File: src/rtl/bank_timing_pkg.sv
`timescale 1ns/1ps
// Shared codes and indices for the bank timing tracker.
// Event indices 0..3 match the command request bits; 4 and 5 are the
// internal burst-start and write-burst-release events.
package bank_timing_pkg;
    localparam logic [2:0] CODE_NONE = 3'd0;
    localparam logic [2:0] CODE_ACT  = 3'd1;
    localparam logic [2:0] CODE_RD   = 3'd2;
    localparam logic [2:0] CODE_WR   = 3'd3;
    localparam logic [2:0] CODE_PRE  = 3'd4;

    localparam int EV_ACT  = 0;
    localparam int EV_RD   = 1;
    localparam int EV_WR   = 2;
    localparam int EV_PRE  = 3;
    localparam int EV_USE  = 4;
    localparam int EV_RLS  = 5;

    localparam int NUM_CMD = 4;
    localparam int NUM_EV  = 6;
endpackage

File: src/rtl/btt_cmd_decode.sv
`timescale 1ns/1ps
// Turns the 3-bit command code into a one-hot request vector.
// Assumes: reserved codes 5..7 behave exactly like the none code.
module btt_cmd_decode
    import bank_timing_pkg::*;
(
    input  logic [2:0]         cmd_i,
    output logic [NUM_CMD-1:0] req_o,
    output logic               is_cmd_o
);
    // One request bit per real command.
    always_comb begin
        req_o = '0;
        case (cmd_i)
            CODE_ACT: req_o[EV_ACT] = 1'b1;
            CODE_RD:  req_o[EV_RD]  = 1'b1;
            CODE_WR:  req_o[EV_WR]  = 1'b1;
            CODE_PRE: req_o[EV_PRE] = 1'b1;
            default:  req_o = '0;
        endcase
    end

    assign is_cmd_o = |req_o;
endmodule

File: src/rtl/btt_countdown.sv
`timescale 1ns/1ps
// One lower-bound timer: loads a fixed value on its source event and
// otherwise counts down by one per cycle, holding at zero.
// Assumes: LOAD fits in W bits.
module btt_countdown #(
    parameter int W    = 7,
    parameter int LOAD = 1
) (
    input  logic         clk,
    input  logic         rst_n,
    input  logic         load_i,
    output logic [W-1:0] cnt_o
);
    localparam logic [W-1:0] LOAD_V = W'(LOAD);

    // Load has priority over the saturating decrement.
    always_ff @(posedge clk) begin
        if (!rst_n)
            cnt_o <= '0;
        else if (load_i)
            cnt_o <= LOAD_V;
        else if (cnt_o != '0)
            cnt_o <= cnt_o - W'(1);
    end
endmodule

File: src/rtl/btt_bus_tracker.sv
`timescale 1ns/1ps
// Derives the data-burst start and release events from the bus-use
// timers (started by RD/WR) and the release timer (started by the burst
// start), and holds the bus-occupied flag and the burst direction.
// Assumes: a command does not restart its own bus-use timer while that
// timer is still above one, so at most one burst per kind is pending.
module btt_bus_tracker #(
    parameter int W = 7
) (
    input  logic         clk,
    input  logic         rst_n,
    input  logic [W-1:0] use_rd_i,
    input  logic [W-1:0] use_wr_i,
    input  logic [W-1:0] rls_i,
    output logic         use_fire_o,
    output logic         rls_wr_fire_o,
    output logic         bus_active_o
);
    logic use_is_wr;
    logic rls_fire;
    logic burst_wr_q;

    // A timer standing at one runs out on this edge.
    assign use_is_wr     = (use_wr_i == W'(1));
    assign use_fire_o    = (use_rd_i == W'(1)) | use_is_wr;
    assign rls_fire      = (rls_i == W'(1));
    assign rls_wr_fire_o = rls_fire & burst_wr_q;

    // Bus flag: a new burst start wins over a release on the same edge.
    always_ff @(posedge clk) begin
        if (!rst_n)
            bus_active_o <= 1'b0;
        else if (use_fire_o)
            bus_active_o <= 1'b1;
        else if (rls_fire)
            bus_active_o <= 1'b0;
    end

    // Remember whether the running burst belongs to a write.
    always_ff @(posedge clk) begin
        if (!rst_n)
            burst_wr_q <= 1'b0;
        else if (use_fire_o)
            burst_wr_q <= use_is_wr;
    end
endmodule

File: src/rtl/bank_timing_tracker.sv
`timescale 1ns/1ps
// Per-bank command legality tracker. A matrix of countdowns, one per
// (gated target, source event) pair that the DRAM timing rules define,
// is built by generate; the other pairs are tied to zero. A command is
// legal when every timer of its target is at most one, i.e. runs out on
// this edge, and for RD/WR only while a row is open.
// Assumes: all timing parameters fit in TMR_W bits; bus latencies >= 1.
module bank_timing_tracker #(
    parameter int TMR_W   = 7,
    parameter int T_RCD   = 14,
    parameter int T_RP    = 14,
    parameter int T_RC    = 48,
    parameter int T_RAS   = 34,
    parameter int T_WL    = 8,
    parameter int T_RL    = 11,
    parameter int T_RTP   = 6,
    parameter int T_WR    = 12,
    parameter int T_RTW   = 9,
    parameter int T_WR2RD = 16,
    parameter int T_WTR   = 6,
    parameter int T_BURST = 4,
    parameter int T_CCD   = 4
) (
    input  logic       clk,
    input  logic       rst_n,
    input  logic [2:0] cmd_i,
    output logic       legal_o,
    output logic       violation_o,
    output logic       row_open_o,
    output logic [2:0] last_cmd_o,
    output logic       bus_active_o
);
    import bank_timing_pkg::*;

    localparam int W = TMR_W;

    // Load value of the timer (target t, source s); -1 marks no timer.
    function automatic int load_value(input int t, input int s);
        int v;
        v = -1;
        if (t == EV_ACT && s == EV_ACT) v = T_RC;
        if (t == EV_RD  && s == EV_ACT) v = T_RCD;
        if (t == EV_WR  && s == EV_ACT) v = T_RCD;
        if (t == EV_PRE && s == EV_ACT) v = T_RAS;
        if (t == EV_RD  && s == EV_RD)  v = T_CCD;
        if (t == EV_WR  && s == EV_RD)  v = T_RTW;
        if (t == EV_USE && s == EV_RD)  v = T_RL;
        if (t == EV_PRE && s == EV_RD)  v = T_RTP;
        if (t == EV_RD  && s == EV_WR)  v = T_WR2RD;
        if (t == EV_WR  && s == EV_WR)  v = T_CCD;
        if (t == EV_USE && s == EV_WR)  v = T_WL;
        if (t == EV_ACT && s == EV_PRE) v = T_RP;
        if (t == EV_RLS && s == EV_USE) v = T_BURST;
        if (t == EV_PRE && s == EV_RLS) v = T_WR;
        if (t == EV_RD  && s == EV_RLS) v = T_WTR;
        return v;
    endfunction

    logic [NUM_CMD-1:0] req;
    logic               is_cmd;
    logic [NUM_CMD-1:0] clear;
    logic [NUM_CMD-1:0] allow;
    logic [NUM_CMD-1:0] accept;
    logic [NUM_EV-1:0]  src_ev;
    logic [W-1:0]       tmr [NUM_EV][NUM_EV];
    logic               use_fire;
    logic               rls_wr_fire;
    logic [2:0]         last_q;

    btt_cmd_decode u_dec (
        .cmd_i    (cmd_i),
        .req_o    (req),
        .is_cmd_o (is_cmd)
    );

    // Timer matrix: a countdown where a rule exists, a constant zero elsewhere.
    for (genvar t = 0; t < NUM_EV; t++) begin : g_tgt
        for (genvar s = 0; s < NUM_EV; s++) begin : g_src
            localparam int LV = load_value(t, s);
            if (LV >= 0) begin : g_live
                btt_countdown #(.W(W), .LOAD(LV)) u_cnt (
                    .clk    (clk),
                    .rst_n  (rst_n),
                    .load_i (src_ev[s]),
                    .cnt_o  (tmr[t][s])
                );
            end else begin : g_idle
                assign tmr[t][s] = '0;
            end
        end
    end

    // Per-command gate: every timer of the target runs out by this edge.
    for (genvar t = 0; t < NUM_CMD; t++) begin : g_gate
        logic clr;
        always_comb begin
            clr = 1'b1;
            for (int s = 0; s < NUM_EV; s++)
                if (tmr[t][s] > W'(1))
                    clr = 1'b0;
        end
        assign clear[t] = clr;
    end

    assign row_open_o = (last_q != CODE_PRE);

    // Row-state condition on top of the timer gates.
    always_comb begin
        allow         = clear;
        allow[EV_RD]  = clear[EV_RD] & row_open_o;
        allow[EV_WR]  = clear[EV_WR] & row_open_o;
    end

    assign accept  = req & allow;
    assign legal_o = |accept;
    assign src_ev  = {rls_wr_fire, use_fire, accept};

    btt_bus_tracker #(.W(W)) u_bus (
        .clk           (clk),
        .rst_n         (rst_n),
        .use_rd_i      (tmr[EV_USE][EV_RD]),
        .use_wr_i      (tmr[EV_USE][EV_WR]),
        .rls_i         (tmr[EV_RLS][EV_USE]),
        .use_fire_o    (use_fire),
        .rls_wr_fire_o (rls_wr_fire),
        .bus_active_o  (bus_active_o)
    );

    // Record the last accepted command; a closed bank reads as precharge.
    always_ff @(posedge clk) begin
        if (!rst_n)
            last_q <= CODE_PRE;
        else if (accept[EV_ACT])
            last_q <= CODE_ACT;
        else if (accept[EV_RD])
            last_q <= CODE_RD;
        else if (accept[EV_WR])
            last_q <= CODE_WR;
        else if (accept[EV_PRE])
            last_q <= CODE_PRE;
    end

    // Flag a rejected real command for the following cycle.
    always_ff @(posedge clk) begin
        if (!rst_n)
            violation_o <= 1'b0;
        else
            violation_o <= is_cmd & ~legal_o;
    end

    assign last_cmd_o = last_q;
endmodule

File: config.mk
export PLATFORM = sky130hd
export DESIGN_NAME = bank_timing_tracker
export DESIGN_NICKNAME = d
export VERILOG_FILES = /design/src/rtl/bank_timing_pkg.sv /design/src/rtl/btt_cmd_decode.sv /design/src/rtl/btt_countdown.sv /design/src/rtl/btt_bus_tracker.sv /design/src/rtl/bank_timing_tracker.sv
export SDC_FILE = /design/constraint.sdc
export NUM_CORES = 1
export LEC_CHECK = 0
export BUFFER_PORTS_ARGS = -buffer_cell sky130_fd_sc_hd__clkbuf_2
export CELL_PAD_IN_SITES_DETAIL_PLACEMENT = 1
export CELL_PAD_IN_SITES_GLOBAL_PLACEMENT = 1
export CORE_MARGIN = 2
export CORE_UTILIZATION = 34
export DETAILED_ROUTE_END_ITERATION = 10
export PLACE_DENSITY = 0.67
export REMOVE_ABC_BUFFERS = 1
export SYNTH_ARGS = -nofsm -noshare
export SYNTH_HDL_FRONTEND = slang
export SYNTH_HIERARCHICAL = 1
export SYNTH_SLANG_ARGS = --single-unit
export TNS_END_PERCENT = 30
File: constraint.sdc
create_clock -name clk -period 2.5 [get_ports clk]
set_input_delay 0.25 -clock clk [delete_from_list [all_inputs] [get_ports clk]]
set_output_delay 0.25 -clock clk [all_outputs]
set_load 0.03 [all_outputs]
# == Word level (Yosys, flattened, before mapping) ==
# Cells that the tools add are included.
# Widths: inputs -> output; s select.
# word_totals
register_bits,111
input_bits,5
out_inout_bits,7
word_cells,171
# op_classes
n_addsub,15
order_cmp,12
eq_ne,8
n_mux,52
bitwise,8
reduce_logical,41
# op_table
cell,count
$reduce_bool 7->1,15
$sub 7x1->7 const B,15
$gt 7x1->1 const B,12
$mux 4,14
$mux 3,14
$reduce_bool 2->1,16
$mux 6,4
$eq 7x1->1 const B,3
$mux 1,18
$reduce_or 2->1,6
$mux 5,2
$reduce_or 4->1,2
$eq 3x2->1 const B,2
$and 1x1->1,4
$and 4x4->4,1
$reduce_bool 4->1,1
$eq 3x1->1 const B,1
$eq 3x3->1 const B,1
$ne 3x3->1 const B,1
$reduce_bool 3->1,1
$not 1->1,2
$or 1x1->1,1

# == Longest topological paths before layout ==
# depth
word_depth,11
ltp_mapped,8

# == By module ==
# Netlist, hierarchy kept.
# modules_own_cells
module,n_inst,cells_each,area_each_um2
btt_countdown (g_tgt[0].g_src[3].g_live.u_cnt ...),3,40,374.1
btt_countdown (g_tgt[1].g_src[1].g_live.u_cnt ...),3,40,354.1
btt_countdown (g_tgt[0].g_src[0].g_live.u_cnt ...),2,40,360.3
btt_countdown (g_tgt[1].g_src[5].g_live.u_cnt ...),2,41,356.6
btt_countdown (g_tgt[4].g_src[1].g_live.u_cnt),1,46,404.1
btt_countdown (g_tgt[2].g_src[1].g_live.u_cnt),1,43,372.9
btt_countdown (g_tgt[3].g_src[5].g_live.u_cnt),1,40,367.9
bank_timing_tracker,1,49,366.6
btt_countdown (g_tgt[3].g_src[0].g_live.u_cnt),1,39,365.4
btt_countdown (g_tgt[4].g_src[2].g_live.u_cnt),1,40,362.8
btt_bus_tracker,1,20,147.6
btt_cmd_decode,1,6,45.0

# == Worst setup path before layout ==
# Ideal clock, no wire load.
# synth_path
kind,register to register
start,"reg last_q[2], in the netlist last_cmd_o[2]"
end,reg g_tgt[4].g_src[1].g_live.u_cnt.cnt_o[6]
setup_ps,101
t_arrival_ps,2092
required_time_ps,2399
path_slack_ps,307
path_stages_with_launch,8
path_buffers,0
cell_sequence,dfxtp_1 -> or3b_4 -> nand4_1 -> or2_1 -> inv_1 -> nand2b_1 -> or3_1 -> o41ai_1
# synth_between
elab_chain_len,4
# synth_lines
element,line_no,source
"start, declared",bank_timing_tracker.sv:68,logic [2:0] last_q;
"start signal, assigned",bank_timing_tracker.sv:132,last_q <= CODE_PRE;
"start signal, assigned",bank_timing_tracker.sv:134,last_q <= CODE_ACT;
"start signal, assigned",bank_timing_tracker.sv:136,last_q <= CODE_RD;
$ne 3x3->1,bank_timing_tracker.sv:105,assign row_open_o = (last_q != CODE_PRE);
via row_open_o,bank_timing_tracker.sv:29,"output logic row_open_o,"
$and 1x1->1,bank_timing_tracker.sv:110,allow[EV_RD] = clear[EV_RD] & row_open_o;
$and 4x4->4,bank_timing_tracker.sv:114,assign accept = req & allow;
via accept[1],bank_timing_tracker.sv:63,logic [NUM_CMD-1:0] accept;
$reduce_or 2->1 (no source line),-,
"end signal, assigned",btt_countdown.sv:23,cnt_o <= cnt_o - W'(1);
"end, declared",btt_countdown.sv:12,output logic [W-1:0] cnt_o
# The timed path passes the listed nets, and every way through them passes these cells.
# A chain may end at the register's enable or synchronous reset.

# == Worst setup path after layout ==
# layout_path
start,"reg last_q[1], in the netlist last_cmd_o[1]"
end,out legal_o
# layout_between
elab_chain_len,4
elab_cells_between_ends,5
cone_classes,1 x eq/ne; 3 x bitwise; 1 x reduce/logical
# layout_lines
element,line_no,source
$ne 3x3->1,bank_timing_tracker.sv:105,
$and 1x1->1,bank_timing_tracker.sv:111,allow[EV_WR] = clear[EV_WR] & row_open_o;
$and 4x4->4,bank_timing_tracker.sv:114,
via accept[2],bank_timing_tracker.sv:63,
$reduce_or 4->1,bank_timing_tracker.sv:115,assign legal_o = |accept;
"end, declared",bank_timing_tracker.sv:27,"output logic legal_o,"
# The timed path passes the listed nets, and every way through them passes these cells.

==> run_results.csv <==
group,metric,value,unit
logic_synthesis,ys_seq_elements,111,
logic_synthesis,async_flop_share,0,%
clocking,htree_levels,3,
logic_synthesis,synth_xor_area_share,3.040,%
placement,gp_congestion,0.8291,
layout,multi_input_area,3651,sq um
sta,rsz0062_at_grt,"no",
route,drtIter0Drc,134,
layout,nNetsFinal,755,
layout,post-route-util,39.34,%
sta,finClkSkew,0.006818,ns
placement,dpl.hpwl,11.11,mm
setup_path,slowest_delay,0.49,ns
sta,fin_tns_setup,0,ns
setup_path,critPathRequiredTime,2.25,ns
logic_synthesis,synthMuxAreaShare,0.5583,%
route,antenna_left,0,
clocking,hold_buffers,0,
die,die_w,137.4,um
grt,grt_usage,16.84,%
setup_path,crit_path_end_kind,"primary output",
clocking,cts_tree,"yes",
route,drc_errors,0,
layout,layout_common_cells,"110 x dfxtp_1, 51 x a21oi_1, 48 x nor3_1, 48 x inv_1, 45 x nor2_1",
route,vias_per_cell,5.548,
route,wl_per_cell,15.56,um
layout,syn2layout_area_growth,12.84,%
die,initial_core_util,34.86,%
die,die_h,137.4,um
sta,max_slew_margin,53.52,%
route,wl,14.79,mm
route,drt-pass1-iter-count,4,
grt,grt_pass1_vias,5465,
hold_path,hold_path_class,"primary input to flop",
logic_synthesis,yosys.area_share.simple,32.36,%
sta,max_freq,412.7,MHz
logic_synthesis,ys.flop_type,"dfxtp_1",
grt,grt_max_degree,21,
sta,worstMarginPinSlew,0.6954,ns
logic_synthesis,yosysWarnings,6,
logic_synthesis,avgSynthCellArea,8.833,sq um
sta,finalSetupViolCount,0,
die,row_count,48,
status,status,"complete, no violations",
die,io_pins,12,
power,power_density,1510,nW/um^2
layout,drive_above_1_share,12.97,%
clocking,numCtsBuffers,9,
run,maxCapViolations,0,
power,p_leak,0.002584,uW
logic_synthesis,synth_cell_types,63,
setup_path,critPathArrivalTime,2.17,ns
clocking,clock_sink_count,111,
layout,fill_cells,2039,
setup_path,crit_chain,"or3b_4 > nand4_1 > or2_4 > inv_2 > or4_4 > buf_4",
sta,fin_crit,2.423,ns
grt,grt_pass1_wl,25.86,mm
clocking,clock_latency,0.35,ns
sta,hold_viol_final,0,
clocking,cts.clk_slew.worst_paths,0.07,ns
route,route.vias.total,5271,
layout,antennaDiodeCount,0,
layout,final_common_cell,"dfxtp_1",
setup_path,rrSetupSlack,0.27,ns
logic_synthesis,synth_top_family_by_area,"simple AND/OR/NAND/NOR gates",
clocking,cts_max_path_buffers,2,
logic_synthesis,synth_area,6051,sq um
die,core,17360,sq um
logic_synthesis,ys_seq_area_share,36.72,%
logic_synthesis,synthCells,685,
setup_path,path_max_fanout,9,
clocking,cts-root-buf,"clkbuf_16",
grt,overflow,0,
layout,seq_area,2223,sq um
setup_path,cp-start-kind,"flop",
setup_path,critical_path_class,"flop to primary output",
placement,portBuffers,11,
logic_synthesis,synth_edf_count,0,
sta,report.final.slew_viol_count,0,
sta,timing.final.crit_share,96.93,%
logic_synthesis,synth_compound_area_share,18.07,%
logic_synthesis,synthAdderAreaFrac,6.203,%
die,dieArea,18880,sq um
setup_path,cp_slowest_cell,"or4_4",
power,max-vdd-ir-drop,615.3,uV
grt,antenna_found_initial,0,
[power by group]
part           internal [uW]  switching [uW]
registers               2530             991
clock network            790             694
logic                   2540            2760
total                   5870            4440
[worst max-delay path, delay by kind of cell (launching register included)]
family,cells,cell delay (ns)
AND/OR/NAND/NOR,4,1.19
buffers and inverters,2,0.28
flip-flops,1,0.34
[final timing paths]
path	from	to	cells past startpoint
max	last_cmd_o[1]$_SDFFE_PP0P_	legal_o	6
min	cmd_i[2]	violation_o$_SDFF_PN0_	4
max reg2reg	last_cmd_o[1]$_SDFFE_PP0P_	g_tgt[4].g_src[1].g_live.u_cnt/cnt_o[6]$_SDFFE_PP0P_	8
min reg2reg	g_tgt[0].g_src[3].g_live.u_cnt/cnt_o[6]$_SDFFE_PP0P_	g_tgt[0].g_src[3].g_live.u_cnt/cnt_o[6]$_SDFFE_PP0P_	2
[cells by family (layout without fill, tap and decap cells)]
group | after synthesis | after routing
muxes | 3 | 3
adders and majority gates | 30 | 30
DFF | 111 | 111
buffers and inverters | 49 | 89
and+or+nand+nor | 309 | 309
xor gates and xnor gates | 21 | 21
AOI/OAI and AO/OA | 162 | 162
[metrics by stage]
step,hold slack (ns),setup slack (ns),instances,power [uW],cell area (sq um)
floorplan,0.3675,0.3073,685,7476,6051
global placement,0.4911,0.2502,934,8532,6510
detailed placement,0.5164,0.2291,934,8846,6510
CTS,0.2479,0.01465,950,10410,6818
global route,0.2792,0.004411,950,11350,6828
finish,0.2625,0.07684,950,10310,6828
[state kept, by name, indices dropped and copies added (netlist names)]
signal and cells:
g_tgt.g_src.g_live.u_cnt/cnt_o 105, last_cmd_o 3, u_bus/burst_wr_q 1, violation_o 1, u_bus/bus_active_o 1
[repair_timing]
action / in CTS / in global routing
gates resized for setup: 0 / 5
setup endpoints to repair: 0 / 1
setup buffers: 0 / 0
[synth_stat cells (19+ instances only)]
| library cell | number | area share (%) |
|---|---|---|
| nor3b_1 | 25 | 3.1 |
| or4_1 | 22 | 2.7 |
| ha_1 | 30 | 6.2 |
| o21ai_0 | 31 | 2.6 |
| dfxtp_1 | 111 | 37 |
| xnor2_1 | 21 | 3.0 |
| nor4_1 | 25 | 2.6 |
| a21oi_1 | 51 | 4.2 |
| inv_1 | 48 | 3.0 |
| nor2_1 | 45 | 2.8 |
| nand2b_1 | 28 | 2.9 |
| nor3_1 | 48 | 4.0 |
| nor2b_1 | 20 | 2.1 |
| nand3_1 | 19 | 1.6 |
[metal layers]
| layer | up-vias | wire (um) | GRT usage, % |
|---|---|---|---|
| met5 | - | 0 | 0 |
| li1 | 2637 | - | - |
| met2 | 34 | 7325 | 29.99 |
| met3 | 20 | 268 | 3.091 |
| met1 | 2580 | 6915 | 20.39 |
| met4 | 0 | 277 | 5.498 |
[cell type report]
class,count,share of cell area (%)
Multi-Input combinational cell,525,53.47
Sequential cell,111,32.56
Tap cell,225,4.123
Clock buffer,9,3.299
Inverter,49,2.694
Timing Repair Buffer,24,2.639
Clock inverter,7,1.209
(Power assumes the default switching activity.)
